===== src/rtl/cam_emu_pkg.sv =====
package cam_emu_pkg;

  typedef enum logic [1:0] {
    PH_IDLE = 2'd0,
    PH_VBL  = 2'd1,
    PH_HBL  = 2'd2,
    PH_ACT  = 2'd3
  } phase_t;

  // system clocks per half pixel period
  function automatic int half_period(longint sys_hz, longint pclk_hz);
    longint h;
    h = sys_hz / (2 * pclk_hz);
    return (h < 1) ? 1 : int'(h);
  endfunction

  // bits needed to count 0..n-1
  function automatic int cnt_width(int n);
    return (n <= 2) ? 1 : $clog2(n);
  endfunction

  function automatic int max3(int a, int b, int c);
    int m;
    m = (a > b) ? a : b;
    return (m > c) ? m : c;
  endfunction

  // byte sel (0 = first sent) of a bpp-byte counter value, MSB first
  function automatic logic [7:0] pick_byte(logic [15:0] val, int sel, int bpp);
    int sh;
    sh = 8 * (bpp - 1 - sel);
    return 8'(val >> sh);
  endfunction

endpackage


===== src/rtl/cam_pclk_div.sv =====
module cam_pclk_div #(
  parameter int HALF = 4
) (
  input  logic clk_i,
  input  logic rst_i,
  output logic pclk_o,
  output logic fall_o
);
  import cam_emu_pkg::*;

  localparam int DW = cnt_width(HALF);

  logic [DW-1:0] div_q;
  logic          pclk_q;
  logic          wrap_w;

  assign wrap_w = (div_q == DW'(HALF - 1));

  always_ff @(posedge clk_i) begin
    if (rst_i) begin
      div_q  <= '0;
      pclk_q <= 1'b0;
    end else if (wrap_w) begin
      div_q  <= '0;
      pclk_q <= ~pclk_q;
    end else begin
      div_q  <= div_q + DW'(1);
    end
  end

  assign pclk_o = pclk_q;
  // strobe: pclk falls at the coming edge
  assign fall_o = wrap_w & pclk_q;

endmodule


===== src/rtl/cam_frame_seq.sv =====
module cam_frame_seq #(
  parameter int LINES      = 16,
  parameter int LINE_BYTES = 32,
  parameter int HBLANK     = 4,
  parameter int VBLANK     = 8
) (
  input  logic                  clk_i,
  input  logic                  rst_i,
  input  logic                  fall_i,
  input  logic                  start_i,
  input  logic                  hold_mode_i,
  output cam_emu_pkg::phase_t   phase_o,
  output logic                  blk_last_o,
  output logic                  first_line_o,
  output logic                  mode_o,
  output logic                  byte_adv_o,
  output logic                  frame_rst_o,
  output logic                  done_o
);
  import cam_emu_pkg::*;

  localparam int CW = cnt_width(max3(VBLANK, HBLANK, LINE_BYTES));
  localparam int LW = cnt_width(LINES);

  phase_t        phase_q;
  logic [CW-1:0] cnt_q;
  logic [LW-1:0] line_q;
  logic          armed_q;
  logic          mode_q;
  logic          done_q;

  logic go_w, last_vbl_w, last_hbl_w, last_byte_w, last_line_w, frame_end_w;

  assign go_w        = armed_q | start_i;
  assign last_vbl_w  = (cnt_q == CW'(VBLANK - 1));
  assign last_hbl_w  = (cnt_q == CW'(HBLANK - 1));
  assign last_byte_w = (cnt_q == CW'(LINE_BYTES - 1));
  assign last_line_w = (line_q == LW'(LINES - 1));
  assign frame_end_w = (phase_q == PH_ACT) & last_byte_w & last_line_w;

  always_ff @(posedge clk_i) begin
    if (rst_i) begin
      phase_q <= PH_IDLE;
      cnt_q   <= '0;
      line_q  <= '0;
      armed_q <= 1'b0;
      mode_q  <= 1'b0;
      done_q  <= 1'b0;
    end else begin
      done_q <= 1'b0;
      if (start_i) armed_q <= 1'b1;
      if (fall_i) begin
        unique case (phase_q)
          PH_IDLE: if (go_w) begin
            phase_q <= PH_VBL;
            cnt_q   <= '0;
            mode_q  <= hold_mode_i;
          end
          PH_VBL: if (last_vbl_w) begin
            phase_q <= PH_HBL;
            cnt_q   <= '0;
            line_q  <= '0;
          end else begin
            cnt_q <= cnt_q + CW'(1);
          end
          PH_HBL: if (last_hbl_w) begin
            phase_q <= PH_ACT;
            cnt_q   <= '0;
          end else begin
            cnt_q <= cnt_q + CW'(1);
          end
          PH_ACT: if (last_byte_w) begin
            cnt_q <= '0;
            if (last_line_w) begin
              phase_q <= PH_VBL;
              mode_q  <= hold_mode_i;
              done_q  <= 1'b1;
            end else begin
              phase_q <= PH_HBL;
              line_q  <= line_q + LW'(1);
            end
          end else begin
            cnt_q <= cnt_q + CW'(1);
          end
          default: phase_q <= PH_IDLE;
        endcase
      end
    end
  end

  assign phase_o      = phase_q;
  assign blk_last_o   = (phase_q == PH_HBL) & last_hbl_w;
  assign first_line_o = (line_q == '0);
  assign mode_o       = mode_q;
  assign byte_adv_o   = fall_i & (phase_q == PH_ACT);
  assign frame_rst_o  = fall_i & (((phase_q == PH_IDLE) & go_w) | frame_end_w);
  assign done_o       = done_q;

endmodule


===== src/rtl/cam_payload.sv =====
module cam_payload #(
  parameter int BYTES_PER_PIX = 2
) (
  input  logic       clk_i,
  input  logic       rst_i,
  input  logic       byte_adv_i,
  input  logic       frame_rst_i,
  output logic [7:0] byte_o
);
  import cam_emu_pkg::*;

  localparam int VW = 8 * BYTES_PER_PIX;
  localparam int SW = cnt_width(BYTES_PER_PIX);

  logic [VW-1:0] val_q;
  logic [SW-1:0] sel_q;
  logic          last_sel_w;

  assign last_sel_w = (sel_q == SW'(BYTES_PER_PIX - 1));

  always_ff @(posedge clk_i) begin
    if (rst_i || frame_rst_i) begin
      val_q <= '0;
      sel_q <= '0;
    end else if (byte_adv_i) begin
      if (last_sel_w) begin
        sel_q <= '0;
        val_q <= val_q + VW'(1);
      end else begin
        sel_q <= sel_q + SW'(1);
      end
    end
  end

  assign byte_o = pick_byte(16'(val_q), int'(sel_q), BYTES_PER_PIX);

endmodule


===== src/rtl/cam_frame_emu.sv =====
module cam_frame_emu #(
  parameter longint SYS_HZ        = 64_000_000,
  parameter longint PCLK_HZ       = 8_000_000,
  parameter int     PIX_PER_LINE  = 16,
  parameter int     LINES         = 16,
  parameter int     BYTES_PER_PIX = 2,
  parameter int     HBLANK        = 4,
  parameter int     VBLANK        = 8
) (
  input  logic       clk_i,
  input  logic       rst_i,
  input  logic       start_i,
  input  logic       hold_mode_i,
  output logic       pclk_o,
  output logic       vsync_o,
  output logic       hsync_o,
  output logic [7:0] data_o,
  output logic       frame_done_o
);
  import cam_emu_pkg::*;

  localparam int HALF       = half_period(SYS_HZ, PCLK_HZ);
  localparam int LINE_BYTES = PIX_PER_LINE * BYTES_PER_PIX;

  // named internal events
  logic       fall_w;
  phase_t     phase_w;
  logic       blk_last_w;
  logic       first_line_w;
  logic       mode_q_w;
  logic       byte_adv_w;
  logic       frame_rst_w;
  logic       act_w;
  logic       hbl_w;
  logic [7:0] byte_w;

  cam_pclk_div #(.HALF(HALF)) u_div (
    .clk_i  (clk_i),
    .rst_i  (rst_i),
    .pclk_o (pclk_o),
    .fall_o (fall_w)
  );

  cam_frame_seq #(
    .LINES      (LINES),
    .LINE_BYTES (LINE_BYTES),
    .HBLANK     (HBLANK),
    .VBLANK     (VBLANK)
  ) u_seq (
    .clk_i        (clk_i),
    .rst_i        (rst_i),
    .fall_i       (fall_w),
    .start_i      (start_i),
    .hold_mode_i  (hold_mode_i),
    .phase_o      (phase_w),
    .blk_last_o   (blk_last_w),
    .first_line_o (first_line_w),
    .mode_o       (mode_q_w),
    .byte_adv_o   (byte_adv_w),
    .frame_rst_o  (frame_rst_w),
    .done_o       (frame_done_o)
  );

  cam_payload #(.BYTES_PER_PIX(BYTES_PER_PIX)) u_pay (
    .clk_i       (clk_i),
    .rst_i       (rst_i),
    .byte_adv_i  (byte_adv_w),
    .frame_rst_i (frame_rst_w),
    .byte_o      (byte_w)
  );

  assign act_w   = (phase_w == PH_ACT);
  assign hbl_w   = (phase_w == PH_HBL);
  assign vsync_o = act_w | hbl_w;
  assign hsync_o = mode_q_w ? (act_w | (hbl_w & ~first_line_w)) : blk_last_w;
  assign data_o  = act_w ? byte_w : 8'h00;

endmodule


===== config.mk =====
export PLATFORM = sky130hd
export DESIGN_NAME = cam_frame_emu
export DESIGN_NICKNAME = d
export VERILOG_FILES = /design/src/rtl/cam_emu_pkg.sv /design/src/rtl/cam_pclk_div.sv /design/src/rtl/cam_frame_seq.sv /design/src/rtl/cam_payload.sv /design/src/rtl/cam_frame_emu.sv
export SDC_FILE = /design/constraint.sdc
export NUM_CORES = 1
export LEC_CHECK = 0
export BUFFER_PORTS_ARGS = -buffer_cell sky130_fd_sc_hd__buf_4
export CORE_MARGIN = 2
export CORE_UTILIZATION = 50
export DETAILED_ROUTE_END_ITERATION = 12
export GPL_ROUTABILITY_DRIVEN = 1
export GPL_TIMING_DRIVEN = 0
export MAX_ROUTING_LAYER = met4
export PLACE_DENSITY = 0.81
export SLEW_MARGIN = 25
export SYNTH_ARGS = -nofsm -noshare
export SYNTH_HDL_FRONTEND = slang
export SYNTH_SLANG_ARGS = --single-unit

===== constraint.sdc =====
create_clock -name clk_i -period 2.3 [get_ports clk_i]
set_input_delay 0 -clock clk_i [delete_from_list [all_inputs] [get_ports clk_i]]
set_output_delay 0 -clock clk_i [all_outputs]
set_load 0.02 [all_outputs]

## Word-level counts from Yosys, hierarchy flattened

Index checks and enable logic that the tools add are counted.

| word-level totals | value |
|---|---|
| register bits | 34 |
| bits of input ports | 4 |
| output and inout port bits | 12 |
| logic and storage cells | 83 |

| operators by class | value |
|---|---|
| $add $sub $neg | 6 |
| equality and inequality tests | 14 |
| shift-type cells | 1 |
| mux-type cells | 23 |
| bitwise operators | 17 |
| reduce and logical (&&, ||, !) cells | 12 |

Operators with widths:

| kind | number |
|---|---|
| $shr A16 B32 Y8 | 1 |
| $mux W5 | 4 |
| $pmux W5 S4 | 1 |
| $add A16 B1 Y16 const B | 1 |
| $reduce_and A5 Y1 | 3 |
| $mux W4 | 3 |
| $mux W2 | 5 |
| $ne A2 B1 Y1 const B | 5 |
| $and A1 B1 Y1 | 8 |
| $mux W8 | 1 |
| $pmux W2 S4 | 1 |
| $pmux W4 S2 | 1 |
| $eq A2 B2 Y1 const B | 3 |
| $mux W1 | 6 |
| $add A5 B1 Y5 const B | 1 |
| $eq A5 B2 Y1 const B | 1 |
| $eq A5 B3 Y1 const B | 1 |
| $eq A5 B5 Y1 const B | 1 |
| $not A1 Y1 | 5 |
| $add A4 B1 Y4 const B | 1 |
| $eq A4 B4 Y1 const B | 1 |
| $logic_not A4 Y1 | 1 |
| $or A1 B1 Y1 | 4 |
| $reduce_and A2 Y1 | 2 |
| 11 further kinds | 12 |

## Depth between registers and ports, before layout

Gate-level depths: netlist (run 1).

| logic depth | value |
|---|---|
| word-level depth | 6 |
| gate-level depth with buffers | 7 |
| depth with buffers taken out | 7 |

## Cells and area by module

From an unflattened synthesis (run 1), not the netlist that was laid out.

| unflattened totals | value |
|---|---|
| cells, all modules | 217 |
| area total of the unflattened synthesis | 1854.3 um2 |

By module, submodules not included:

| module | instances | cells each | area each (um2) | seq. area each (um2) |
|---|---|---|---|---|
| cam_payload | 1 | 100 | 888.4 | 340.3 |
| cam_frame_seq | 1 | 95 | 780.7 | 280.3 |
| cam_pclk_div | 1 | 9 | 105.1 | 60.1 |
| cam_frame_emu | 1 | 13 | 80.1 | 0.0 |

## Worst setup path before layout (run 1)

OpenSTA, ideal clock, no wires.

| timing path | value |
|---|---|
| path type | reg-to-reg |
| from | register u_div.div_q[0] |
| to | register u_pay.val_q[15] |
| library setup time | 0.071 ns |
| arrival | 2.016 ns |
| required time | 2.229 ns |
| slack | 0.214 ns |
| stages on the path, launching flop included | 8 |
| path buffers | 2 |
| period minus slack after synthesis | 2.086 ns |
| cells stage by stage | dfxtp_1 -> ha_1 -> buf_2 -> nand4_4 -> or4_1 -> buf_2 -> or4_1 -> a21oi_1 |

| on the way | value |
|---|---|
| word-level cells in the longest chain between the ends | 4 |
| elaborated cells between the ends (all ways) | 6 |
| those cells by class | eq/ne: 1; bitwise: 3; reduce/logical: 2 |

RTL lines:

| item | line | text |
|---|---|---|
| from (decl) | cam_pclk_div.sv:13 | `logic [DW-1:0] div_q;` |
| from (signal assigned) | cam_pclk_div.sv:27 | `div_q <= div_q + DW'(1);` |
| $eq A2 B2 Y1 * | cam_pclk_div.sv:17 | `assign wrap_w = (div_q == DW'(HALF - 1));` |
| $and A1 B1 Y1 * | cam_pclk_div.sv:33 | `assign fall_o = wrap_w & pclk_q;` |
| $and A1 B1 Y1, on equally long branches | cam_frame_seq.sv:95, cam_frame_seq.sv:96 |  |
| $reduce_and A2 Y1 (no line) or $logic_or A1 B1 Y1 (tied branches) | - |  |
| to (signal assigned) | cam_payload.sv:28 | `val_q <= val_q + VW'(1);` |
| to (decl) | cam_payload.sv:15 | `logic [VW-1:0] val_q;` |

Mark *: on every way between the ends. The rest lies on a longest branch, timed or not.
A chain may end at the register's enable or synchronous reset.

## Worst setup path after layout (run 1)

| timing path | value |
|---|---|
| from | register u_div.div_q[0] |
| to | register u_seq.phase_q[1] (netlist: u_seq.phase_o[1]) |

| on the way | value |
|---|---|
| word-level cells in the longest chain between the ends | 3 |

RTL lines:

| item | line | text |
|---|---|---|
| $eq A2 B2 Y1 | cam_pclk_div.sv:17 |  |
| $and A1 B1 Y1 | cam_pclk_div.sv:33 |  |
| $reduce_and A5 Y1 (no line) | - |  |
| to (signal assigned) | cam_frame_seq.sv:43 | `phase_q <= PH_IDLE;` |
| to (signal assigned) | cam_frame_seq.sv:55 | `phase_q <= PH_VBL;` |
| to (signal assigned) | cam_frame_seq.sv:60 | `phase_q <= PH_HBL;` |
| to (decl) | cam_frame_seq.sv:25 | `phase_t phase_q;` |

Every way passes these cells.

==> qor.yml, run 1 <==
synth_edf_count: 0
ys_ff_latch: 34
diodes: 0
path_max_fanout: 9
hold_viol: 0
synth_ff_type: "dfxtp_1"
grt_pass1_vias: 1689
tightest_slew_ns: 0.700
io_pins: 16
port_buffers: 15
layout-drive-gt1-share_pct: 17.1
final_antenna_net_count: 0
post_drt_via_cell_ratio: 5.77
critPathCaptureType: "flop"
gp_congestion: 0.870
die-area_sq_um: 4200
synth_area_per_cell_sq_um: 8.30
cp-start-kind: "flop"
finalMaxSlewViolations: 0
cts_buffers: 5
dpl.hpwl_mm: 2.81
nFillCells: 329
cts_root_buf: "clkbuf_8"
max_cap_violations: 0
detailedPlace.worstSlack_ns: 0.0555
die_x_um: 64.8
clock.fmax_mhz: 463
whs_ns: 0.0347
start_util_pct: 51.3
hold_path_class: "input port to flop"
worstPathArrival_ns: 2.38
grt_max_degree: 11
wl_mm: 3.90
power_density_nw_per_um2: 508
rsz0062_at_grt: "no"
num_vias: 1725
worst_slack_ns: 0.140
core_area_sq_um: 3610
p_leak_uw: 0.000753
path_clk_slew_ns: 0.07
post_drt_wl_per_cell_um: 13.0
syn-cell-area_sq_um: 1850
setup_viol: 0
num_rows: 22
peakVddDrop_v: 0.000312
worst-endpoint-required_ns: 2.52
tns_ns: 0
synth_cell_type_count: 44
drt_iter0_drc: 53
fp.dieH_um: 64.8
finalCritPeriodShare_pct: 93.9
async_flop_share_pct: 0
netlist_instances: 223
cts_num_sinks: 34
drc: 0
yosys_warnings: 0
firstDrtPassIters: 4
critPathKind: "flop to flop"
post-route-util_pct: 60.4
status: "completed"
ys_seq_area_share_pct: 36.8
finalCriticalPeriod_ns: 2.16
slew_headroom_pct: 53.3
antenna_found_initial: 0
grt_overflow: 0
grt_pass1_wl_mm: 6.95
cts_tree: "built"
clock_path_buffers: 2
fin_nets: 261
clock_skew_ns: 0.00739
worstSkewPairLatency_ns: 0.29
areaGrowthSynthToFinish_pct: 17.6
htree_levels: 2
track_usage_pct: 21.5
total_power_uw: 1110
synth_nets: 234
multi_input_area_sq_um: 1100
seq_area_sq_um: 681
cell usage after synthesis (5+ instances only):
cell type / count / area share [%]
a21oi_1: 23 / 6.2
clkbuf_1: 5 / 1.0
dfxtp_1: 34 / 37
ha_1: 7 / 4.7
inv_1: 9 / 1.8
mux2i_1: 10 / 5.4
nand2_1: 13 / 2.6
nand3_1: 9 / 2.4
nor2_1: 24 / 4.9
nor3_1: 5 / 1.4
o21ai_0: 14 / 3.8
or3_1: 8 / 2.7
or4_1: 5 / 2.0
xnor2_1: 7 / 3.3
worst paths after layout:
check | from | to | slack, ns | cells past startpoint
worst max-delay path | u_div.div_q[0] | u_seq.phase_o[1] | 0.14 | 7
worst min-delay path | start_i | u_seq.armed_q | 0.03 | 3
worst max register to register | u_div.div_q[0] | u_seq.phase_o[1] | 0.14 | 7
worst min register to register | u_div.div_q[0] | u_div.div_q[0] | 0.43 | 1
final cells by class:
type                    instances  area share [%]
plain buffers                  10            2.41
clock buffers                   7            3.97
clock inverters                 1           0.230
inverters                       9            1.55
multi-input cells             170            50.7
flip-flops and latches         34            31.3
well taps                      48            2.76
repair buffers                 20            7.13
worst max-delay path, stage by stage, from the launching register on:
cell     delay, ns
dfxtp_1       0.34
ha_1          0.17
buf_6         0.14
nand2_1       0.15
or2_2         0.33
buf_2         0.17
or4b_2        0.64
a21oi_1       0.15
layer usage:
| metal | track usage (%) | vias up | share of wire, % |
|---|---|---|---|
| li1 | - | 861 | - |
| met1 | 23.5 | 814 | 44 |
| met2 | 37.6 | 41 | 50 |
| met3 | 3.30 | 9 | 3.7 |
| met4 | 11.2 | 0 | 2.1 |
| met5 | - | - | 0 |
registers in the layout, indices dropped and copies added, names as in the netlist:
signal	cells
u_pay.last_sel_w	1
u_seq.done_o	1
u_div.pclk_o	1
u_seq.cnt_q	5
u_seq.phase_o	2
u_pay.val_q	16
u_seq.line_q	4
u_seq.armed_q	1
u_seq.mode_o	1
u_div.div_q	2
layout by cell type, fill, tap and decap left out, types with 3 or more instances in the layout:
cell type,count
nor3_1,5
nand2_1,13
nand2b_1,3
ha_1,7
mux2i_1,10
a21oi_1,23
nand3_1,9
nor2_1,24
clkbuf_8,6
clkbuf_1,5
inv_1,9
or3_1,8
buf_4,18
or4_1,5
o21ai_0,14
dfxtp_1,34
o31ai_1,4
xnor2_1,7
nand4_1,4
power by group:
group          switching (uW)  internal [uW]
sequential               6.63            596
combinational            24.4           21.8
clock                     215            241
total                     246            859
through the flow:
step                      cell area (sq um)  cells
after floorplan                        1850    223
after global placement                 2020    286
after detailed placement               2020    286
after CTS                              2130    296
after global routing                   2180    299
final                                  2180    299
cell families (layout without fill, tap and decap cells):
logic type	Yosys count	after routing	synth area share (%)
XOR/XNOR	9	9	4.26
buffers and inverters	19	47	4.12
AND/OR/NAND/NOR	91	91	27.5
adder cells (fa/ha/maj)	7	7	4.73
multiplexers	11	11	6.02
AO/OA/AOI/OAI	52	52	16.6
flip-flops	34	34	36.8
what timing repair did:
action,4_1_cts,5_1_grt
hold endpoints to repair,3,0
endpoints found under the setup margin,0,16
gates resized for setup,0,8
hold buffers,2,0
buffers inserted,0,3
Power figures use the tool's default switching activity.
==> run 2: changes to the inputs <==
--- a/config.mk
+++ b/config.mk
@@ -5,6 +5,7 @@
 export SDC_FILE = /design/constraint.sdc
 export NUM_CORES = 1
 export LEC_CHECK = 0
+export ABC_AREA = 1
 export BUFFER_PORTS_ARGS = -buffer_cell sky130_fd_sc_hd__buf_4
 export CORE_MARGIN = 2
 export CORE_UTILIZATION = 50
==> run 2 against run 1 <==
  * Hold slack gained 0.057 ns
  * Clock power is 21% higher
  * Die area up 3.2%
  * Clock skew is 0.0010 ns lower
  * Maximum frequency up 18%
  * Sequential share of layout area decreased by 0.44 points
  * Combinational power fell by 3%
  * Via count increased by 5.3%
  * Highest routed layer unchanged
==> qor.yml, run 2 <==
status: "completed"
synth_edf_count: 0  # unchanged
cp-start-kind: "flop"
htree_levels: 2  # unchanged
p_seq_share_pct: 50.1  # -4.4 points
cts_root_buf: "clkbuf_8"
p_leak_uw: 0.000938  # +25%
grt_pass1_vias: 1594  # -5.6%
gp_congestion: 0.866  # -0.51%
ys_ff_latch: 34  # unchanged
track_usage_pct: 21.7  # +0.22 points
nFillCells: 346  # +5.2%
largestRegisters: "u_pay.val_q: 16 flops, u_seq.cnt_q: 5 flops, u_seq.line_q: 4 flops"
clock_skew_ns: 0.00637  # -0.00102 ns
post_drt_wl_per_cell_um: 11.7  # -10%
clock.fmax_mhz: 545  # +18%
synth_area_leaders: "dfxtp_1 36%, nand2_1 14%, inv_1 7.6%, nor2_1 7.6%, a21oi_1 6.5%"
yosys_warnings: 0  # unchanged
critPathCaptureType: "output port"
layout-drive-gt1-share_pct: 10.9  # -6.2 points
finalCriticalPeriod_ns: 1.83  # -0.326 ns
port_buffers: 14  # -1
tightest_slew_ns: 0.456  # -0.244 ns
synth_nets: 299  # +28%
reg2reg_slack_ns: 0.52  # +0.38 ns
synth_xor_area_share_pct: 3.20  # -1.1 points
post_cts_resized: 0  # unchanged
fp.dieH_um: 65.9  # +1.6%
cts_tree: "built"
slew_headroom_pct: 69.6  # +16 points
max_cap_violations: 0  # unchanged
grt_overflow: 0  # unchanged
startpoint: "u_seq.phase_o[1]"
wl_mm: 4.21  # +8.1%
final_common_cell: "nand2_1"
path_max_fanout: 10  # +1
power_density_nw_per_um2: 542  # +6.7%
tns_ns: 0  # unchanged
slowest_delay_ns: 0.43  # -0.21 ns
worstPathArrival_ns: 1.83  # -0.55 ns
cts_num_sinks: 34  # unchanged
fin_cells: 360  # +20%
synth_top_cell_by_area: "dfxtp_1"
finalCritPeriodShare_pct: 79.8  # -14 points
r2r_end: "u_seq.line_q[3]"
worstPathCellList: "nand2_4 > inv_2 > clkbuf_1 > o21ai_0 > a21oi_1 > buf_4"
num_vias: 1817  # +5.3%
die-area_sq_um: 4340  # +3.2%
placed_cells: 350  # +22%
worst-endpoint-required_ns: 2.30  # -0.22 ns
worstSkewPairLatency_ns: 0.29  # about the same
synth_commonest_cells: "69 x nand2_1, 39 x inv_1, 39 x nor2_1, 34 x dfxtp_1, 25 x a21oi_1"
areaGrowthSynthToFinish_pct: 15.4
timing.rr.start: "u_seq.cnt_q[0]"
drc: 0  # unchanged
syn-cell-area_sq_um: 1910  # +3.4%
cts_buffers: 5  # unchanged
peakVddDrop_v: 0.000387  # +24%
start_util_pct: 52.3  # +0.97 points
synth.most_common_cell: "nand2_1"
synth_ff_type: "dfxtp_1"
swShare_pct: 22.1  # -0.13 points
clock_path_buffers: 2  # unchanged
synth_fa_ha_area_share_pct: 4.58  # -0.16 points
grt_max_degree: 12  # +1
setup_viol: 0  # unchanged
synth_cell_type_count: 25  # -43%
p_int_uw: 932  # +8.4%
top_register: "u_pay.val_q"
rsz0062_at_grt: "no"
finalMaxSlewViolations: 0  # unchanged
firstDrtPassIters: 4  # unchanged
r2r_cells: 11  # +4
synth_top_family_by_area: "simple AND/OR/NAND/NOR gates"
final_antenna_net_count: 0  # unchanged
final_cell_mix: "69 x nand2_1, 39 x inv_1, 39 x nor2_1"
comb_power_share_pct: 3.7  # -0.5 points
detailedPlace.worstSlack_ns: 0.532  # +0.477 ns
p_switching_uw: 265  # +7.6%
synthMuxAreaShare_pct: 0  # -6.0 points
ys_seq_area_share_pct: 35.6  # -1.2 points
grt_pass1_wl_mm: 6.98  # +0.39%
async_flop_share_pct: 0  # unchanged
num_rows: 22  # unchanged
pwr-share-clk_pct: 46.2  # +4.9 points
worst_path_max_delay_cell: "dfxtp_1"
path_clk_slew_ns: 0.07  # about the same
dpl.hpwl_mm: 2.96  # +5.6%
synth_top_area_share_pct: 35.6  # -1.2 points
hold_path_class: "input port to flop"
drt_iter0_drc: 141  # +170%
core_area_sq_um: 3660  # +1.5%
worst_slack_ns: 0.465  # +0.326 ns
synth_area_per_cell_sq_um: 6.65  # -20%
post_drt_via_cell_ratio: 5.05  # -13%
die_x_um: 65.9  # +1.6%
endpoint: "data_o[1]"
fin_nets: 322  # +23%
netlist_instances: 288  # +29%
io_pins: 16  # unchanged
antenna_found_initial: 0  # unchanged
largest_reg_flops: 16  # unchanged
diodes: 0  # unchanged
hold_viol: 0  # unchanged
synth_simple_gate_area_share_pct: 36.2  # +8.8 points
critPathKind: "flop to output port"
synth-compound-area-share_pct: 11.4  # -5.3 points
-- run 2: changes by cell type after synthesis, moves of 8 or more --
cell,before,now
inv_1,9,39
nor2_1,24,39
nand3_1,9,20
mux2i_1,10,0
nand2_1,13,69
or3_1,8,0
-- run 2: power by group through the flow --
| stage | registers, uW | clock network (uW) | logic [uW] |
|---|---|---|---|
| after floorplan | 614 | 0 | 27.5 |
| after global placement | 613 | 0 | 40.8 |
| after detailed placement | 613 | 0 | 41.7 |
| after CTS | 599 | 560 | 44.4 |
| after global routing | 600 | 595 | 50.2 |
| final | 599 | 553 | 44.6 |
-- run 2: how the worst min path moves through the flow --
stage                     start  slack (ns)       endpoint  depth (start not counted)
finish                    rst_i        0.09  u_seq.armed_q                          2
global route              rst_i        0.12  u_seq.armed_q                          2
CTS                       rst_i         0.1  u_seq.armed_q                          2
detailed placement      start_i        0.26  u_seq.armed_q                          3
global placement    hold_mode_i        0.24   u_seq.mode_o                          3
floorplan               start_i        0.14  u_seq.armed_q                          2
-- run 2: worst max-delay path: cells and delay by family (launching register included) --
kind,cells,cell delay [ns]
flops,1,0.43
simple gates,1,0.14
compound gates,2,0.35
buf+inv,3,0.62
-- run 2: logic make-up (layout without fill, tap and decap cells) --
family          Yosys count  after routing
compound gates           42             42
xor+xnor                  7              7
fa+ha+maj                 7              7
buf+inv                  46             70
flops                    34             34
simple gates            152            152
-- run 2: timing repair --
item                                   CTS  global route
setup buffers                            0             0
hold buffers                             2             0
endpoints found under the hold margin    2             0
-- run 2: layout make-up --
type	instances	area (sq um)	share of cell area (%)
Timing Repair Buffer	16	125	5.67
Multi-Input combinational cell	208	1060	48.0
Sequential cell	34	681	30.8
Clock buffer	5	68.8	3.12
Inverter	41	154	6.97
Buffer	5	20.0	0.907
Clock inverter	3	40.0	1.81
Tap cell	48	60.1	2.72
-- run 2: routing by layer --
| metal | share of wire, % | vias up | track usage [%] |
|---|---|---|---|
| li1 | - | 964 | - |
| met1 | 46 | 806 | 25.1 |
| met2 | 48 | 40 | 36.4 |
| met3 | 4.7 | 7 | 6.13 |
| met4 | 1.2 | 0 | 7.03 |
| met5 | 0 | - | - |
-- run 2: stage by stage --
stage / util, % / power, uW / cell area (sq um) / hold slack [ns]
global route: 60.3 / 1240 / 2210 / 0.123
finish: 60.3 / 1200 / 2210 / 0.0919
floorplan: - / 641 / 1910 / 0.135
global placement: 56.8 / 654 / 2080 / 0.239
detailed placement: 56.8 / 655 / 2080 / 0.258
CTS: 60.3 / 1200 / 2210 / 0.0977
==> run 3: changes to the inputs <==
--- a/config.mk
+++ b/config.mk
@@ -5,7 +5,7 @@
 export SDC_FILE = /design/constraint.sdc
 export NUM_CORES = 1
 export LEC_CHECK = 0
-export ABC_AREA = 1
+export ABC_AREA = 0
 export BUFFER_PORTS_ARGS = -buffer_cell sky130_fd_sc_hd__buf_4
 export CORE_MARGIN = 2
 export CORE_UTILIZATION = 50
@@ -13,7 +13,7 @@
 export GPL_ROUTABILITY_DRIVEN = 1
 export GPL_TIMING_DRIVEN = 0
 export MAX_ROUTING_LAYER = met4
-export PLACE_DENSITY = 0.81
+export PLACE_DENSITY = 0.83
 export SLEW_MARGIN = 25
 export SYNTH_ARGS = -nofsm -noshare
 export SYNTH_HDL_FRONTEND = slang
==> constraint.sdc (replaced) <==
create_clock -name clk_i -period 1.56 [get_ports clk_i]
set_input_delay 0 -clock clk_i [delete_from_list [all_inputs] [get_ports clk_i]]
set_output_delay 0 -clock clk_i [all_outputs]
set_load 0.02 [all_outputs]
==> run 3 against run 2 <==
  * The flow now finishes with violations (negative setup slack)
  * Total power up 71%
  * Clock skew is 0.00059 ns higher
  * Final area is 29% higher
  * Wire length up 53%
  * Clock power increased by 88%
  * Largest power group is now clock
  * Hold slack improved by 0.027 ns
  * Non-clock buffer count is 33 higher
  * Die area fell by 3.1%
  * Count of clock-buffer cells in the layout up 1
==> qor.yml, run 3 (same netlist as run 1, synthesis figures left out) <==
status: "finished, violations left"
violations: "negative setup slack"
die-area_sq_um: 4200  # -3.1%
wl_met1_mm: 2.81  # +44%
post_drt_wl_per_cell_um: 20.0  # +71%
fin_nets: 285  # -11%
rsz0062_at_grt: "yes"
p_leak_uw: 0.000950  # +1.3%
clock.fmax_mhz: 529
layout-drive-gt1-share_pct: 46.9  # +36 points
final_common_cell: "buf_4"
areaGrowthSynthToFinish_pct: 53.5
hold_path_class: "input port to flop"
peakVddDrop_v: 0.000610  # +58%
top_register: "u_pay.val_q"
fin_cells: 323  # -10%
grt_pass1_wl_mm: 8.12  # +16%
cts_tree: "built"
die_x_um: 64.8  # -1.6%
num_rows: 22  # unchanged
wl_met2_mm: 3.08  # +53%
firstDrtPassIters: 5  # +1
num_vias: 2021  # +11%
clock_skew_ns: 0.00696  # +0.000587 ns
worst_slack_ns: -0.329  # -0.794 ns
dpl.hpwl_mm: 2.87  # -3.2%
swShare_pct: 20.9  # -1.3 points
path_clk_slew_ns: 0.07  # about the same
drt_iter0_drc: 232  # +65%
grt_max_degree: 12  # unchanged
drc: 0  # unchanged
hold_viol: 0  # unchanged
critPathCaptureType: "flop"
path_max_fanout: 3  # -7
finalMaxSlewViolations: 0  # unchanged
cts_buffers: 5  # unchanged
finalCritPeriodShare_pct: 121
worstSkewPairLatency_ns: 0.30  # about the same
antenna_found_initial: 0  # unchanged
gp_congestion: 0.860  # -0.62%
final_antenna_net_count: 0  # unchanged
diodes: 0  # unchanged
critPathKind: "flop to flop"
p_switching_uw: 428  # +62%
start_util_pct: 51.3  # -0.97 points
max_cap_violations: 0  # unchanged
io_pins: 16  # unchanged
largest_reg_flops: 16  # unchanged
met3WireLength_um: 363  # +82%
worstPathArrival_ns: 2.12  # +0.29 ns
clock_path_buffers: 2  # unchanged
power_density_nw_per_um2: 722  # +33%
tightest_slew_ns: 0.587  # +0.131 ns
post_drt_via_cell_ratio: 6.26  # +24%
cp-start-kind: "flop"
cts_num_sinks: 34  # unchanged
nFillCells: 186  # -46%
grt_pass1_vias: 1759  # +10%
setup_viol: 27  # +27
fp.dieH_um: 64.8  # -1.6%
finalCriticalPeriod_ns: 1.89
pwr-share-clk_pct: 50.5  # +4.3 points
cts_root_buf: "clkbuf_8"
grt_overflow: 0  # unchanged
final_cell_mix: "37 x buf_4, 23 x dfxtp_1, 18 x nor2_1"
worst-endpoint-required_ns: 1.79  # -0.51 ns
p_seq_share_pct: 43.7  # -6.4 points
wl_mm: 6.46  # +53%
topRoutingLayerUsed: "met4"
comb_power_share_pct: 5.8  # +2.1 points
largestRegisters: "u_pay.val_q: 16 flops, u_seq.cnt_q: 5 flops, u_seq.line_q: 4 flops"
placed_cells: 286  # -18%
port_buffers: 15  # +1
tns_ns: -5.19  # -5.19 ns
htree_levels: 2  # unchanged
core_area_sq_um: 3610  # -1.5%
track_usage_pct: 25.8  # +4.1 points
slew_headroom_pct: 60.9  # -8.7 points
p_int_uw: 1620  # +74%
-- run 3: repair_timing --
item                       in CTS  in global routing
gates cloned                    0                  1
hold endpoints to repair        3                  0
setup endpoints to repair      36                 28
pin swaps                      16                 17
resized for setup              27                 50
hold buffers                    2                  0
setup buffers                  15                 14
-- run 3: final timing paths --
| path | from | to | slack, ns | depth (start not counted) |
|---|---|---|---|---|
| max | u_div.div_q[1] | u_pay.val_q[15] | -0.33 | 5 |
| min | start_i | u_seq.armed_q | 0.12 | 3 |
| max reg2reg | u_div.div_q[1] | u_pay.val_q[15] | -0.33 | 5 |
| min reg2reg | u_div.div_q[0] | u_div.div_q[0] | 0.46 | 1 |
-- run 3: metrics by stage --
step | utilization, % | hold slack (ns) | setup slack, ns | total power [uW] | cell area (sq um)
after detailed placement | 59.9 | 0.254 | -0.579 | 988 | 2160
after global routing | 78.8 | 0.140 | -0.379 | 2100 | 2840
after floorplan | - | 0.0716 | -0.444 | 958 | 1990
after CTS | 70.1 | 0.117 | -0.322 | 2020 | 2530
final | 78.8 | 0.119 | -0.329 | 2050 | 2840
after global placement | 59.9 | 0.247 | -0.539 | 983 | 2160
-- run 3: power groups by stage --
stage	clock network (uW)	logic [uW]	registers (uW)
5_1_grt	1080	125	896
6_report	1040	119	897
4_1_cts	1030	94.5	895
2_1_floorplan	0	45.4	913
3_5_place_dp	0	73.5	915
3_3_place_gp	0	69.7	913
-- run 3: critical path: stages (launching register included) --
cell     delay [ns]
dfxtp_2        0.35
ha_4           0.16
nand4_4        0.11
or4_4          0.58
or4_4          0.50
a21oi_2        0.12
-- run 3: layer usage --
metal / vias up / track usage [%]
li1: 913 / -
met1: 983 / 31.7
met2: 100 / 40.9
met3: 25 / 4.69
met4: 0 / 12.8
met5: - / -
-- run 3: final cells by class --
class / count / area, sq um / area share [%]
Multi-Input combinational cell: 170 / 1430 / 50.4
Sequential cell: 34 / 694 / 24.4
Timing Repair Buffer: 47 / 410 / 14.4
Clock buffer: 6 / 82.6 / 2.91
Buffer: 7 / 63.8 / 2.25
Clock inverter: 2 / 60.1 / 2.11
Tap cell: 48 / 60.1 / 2.11
Inverter: 9 / 37.5 / 1.32
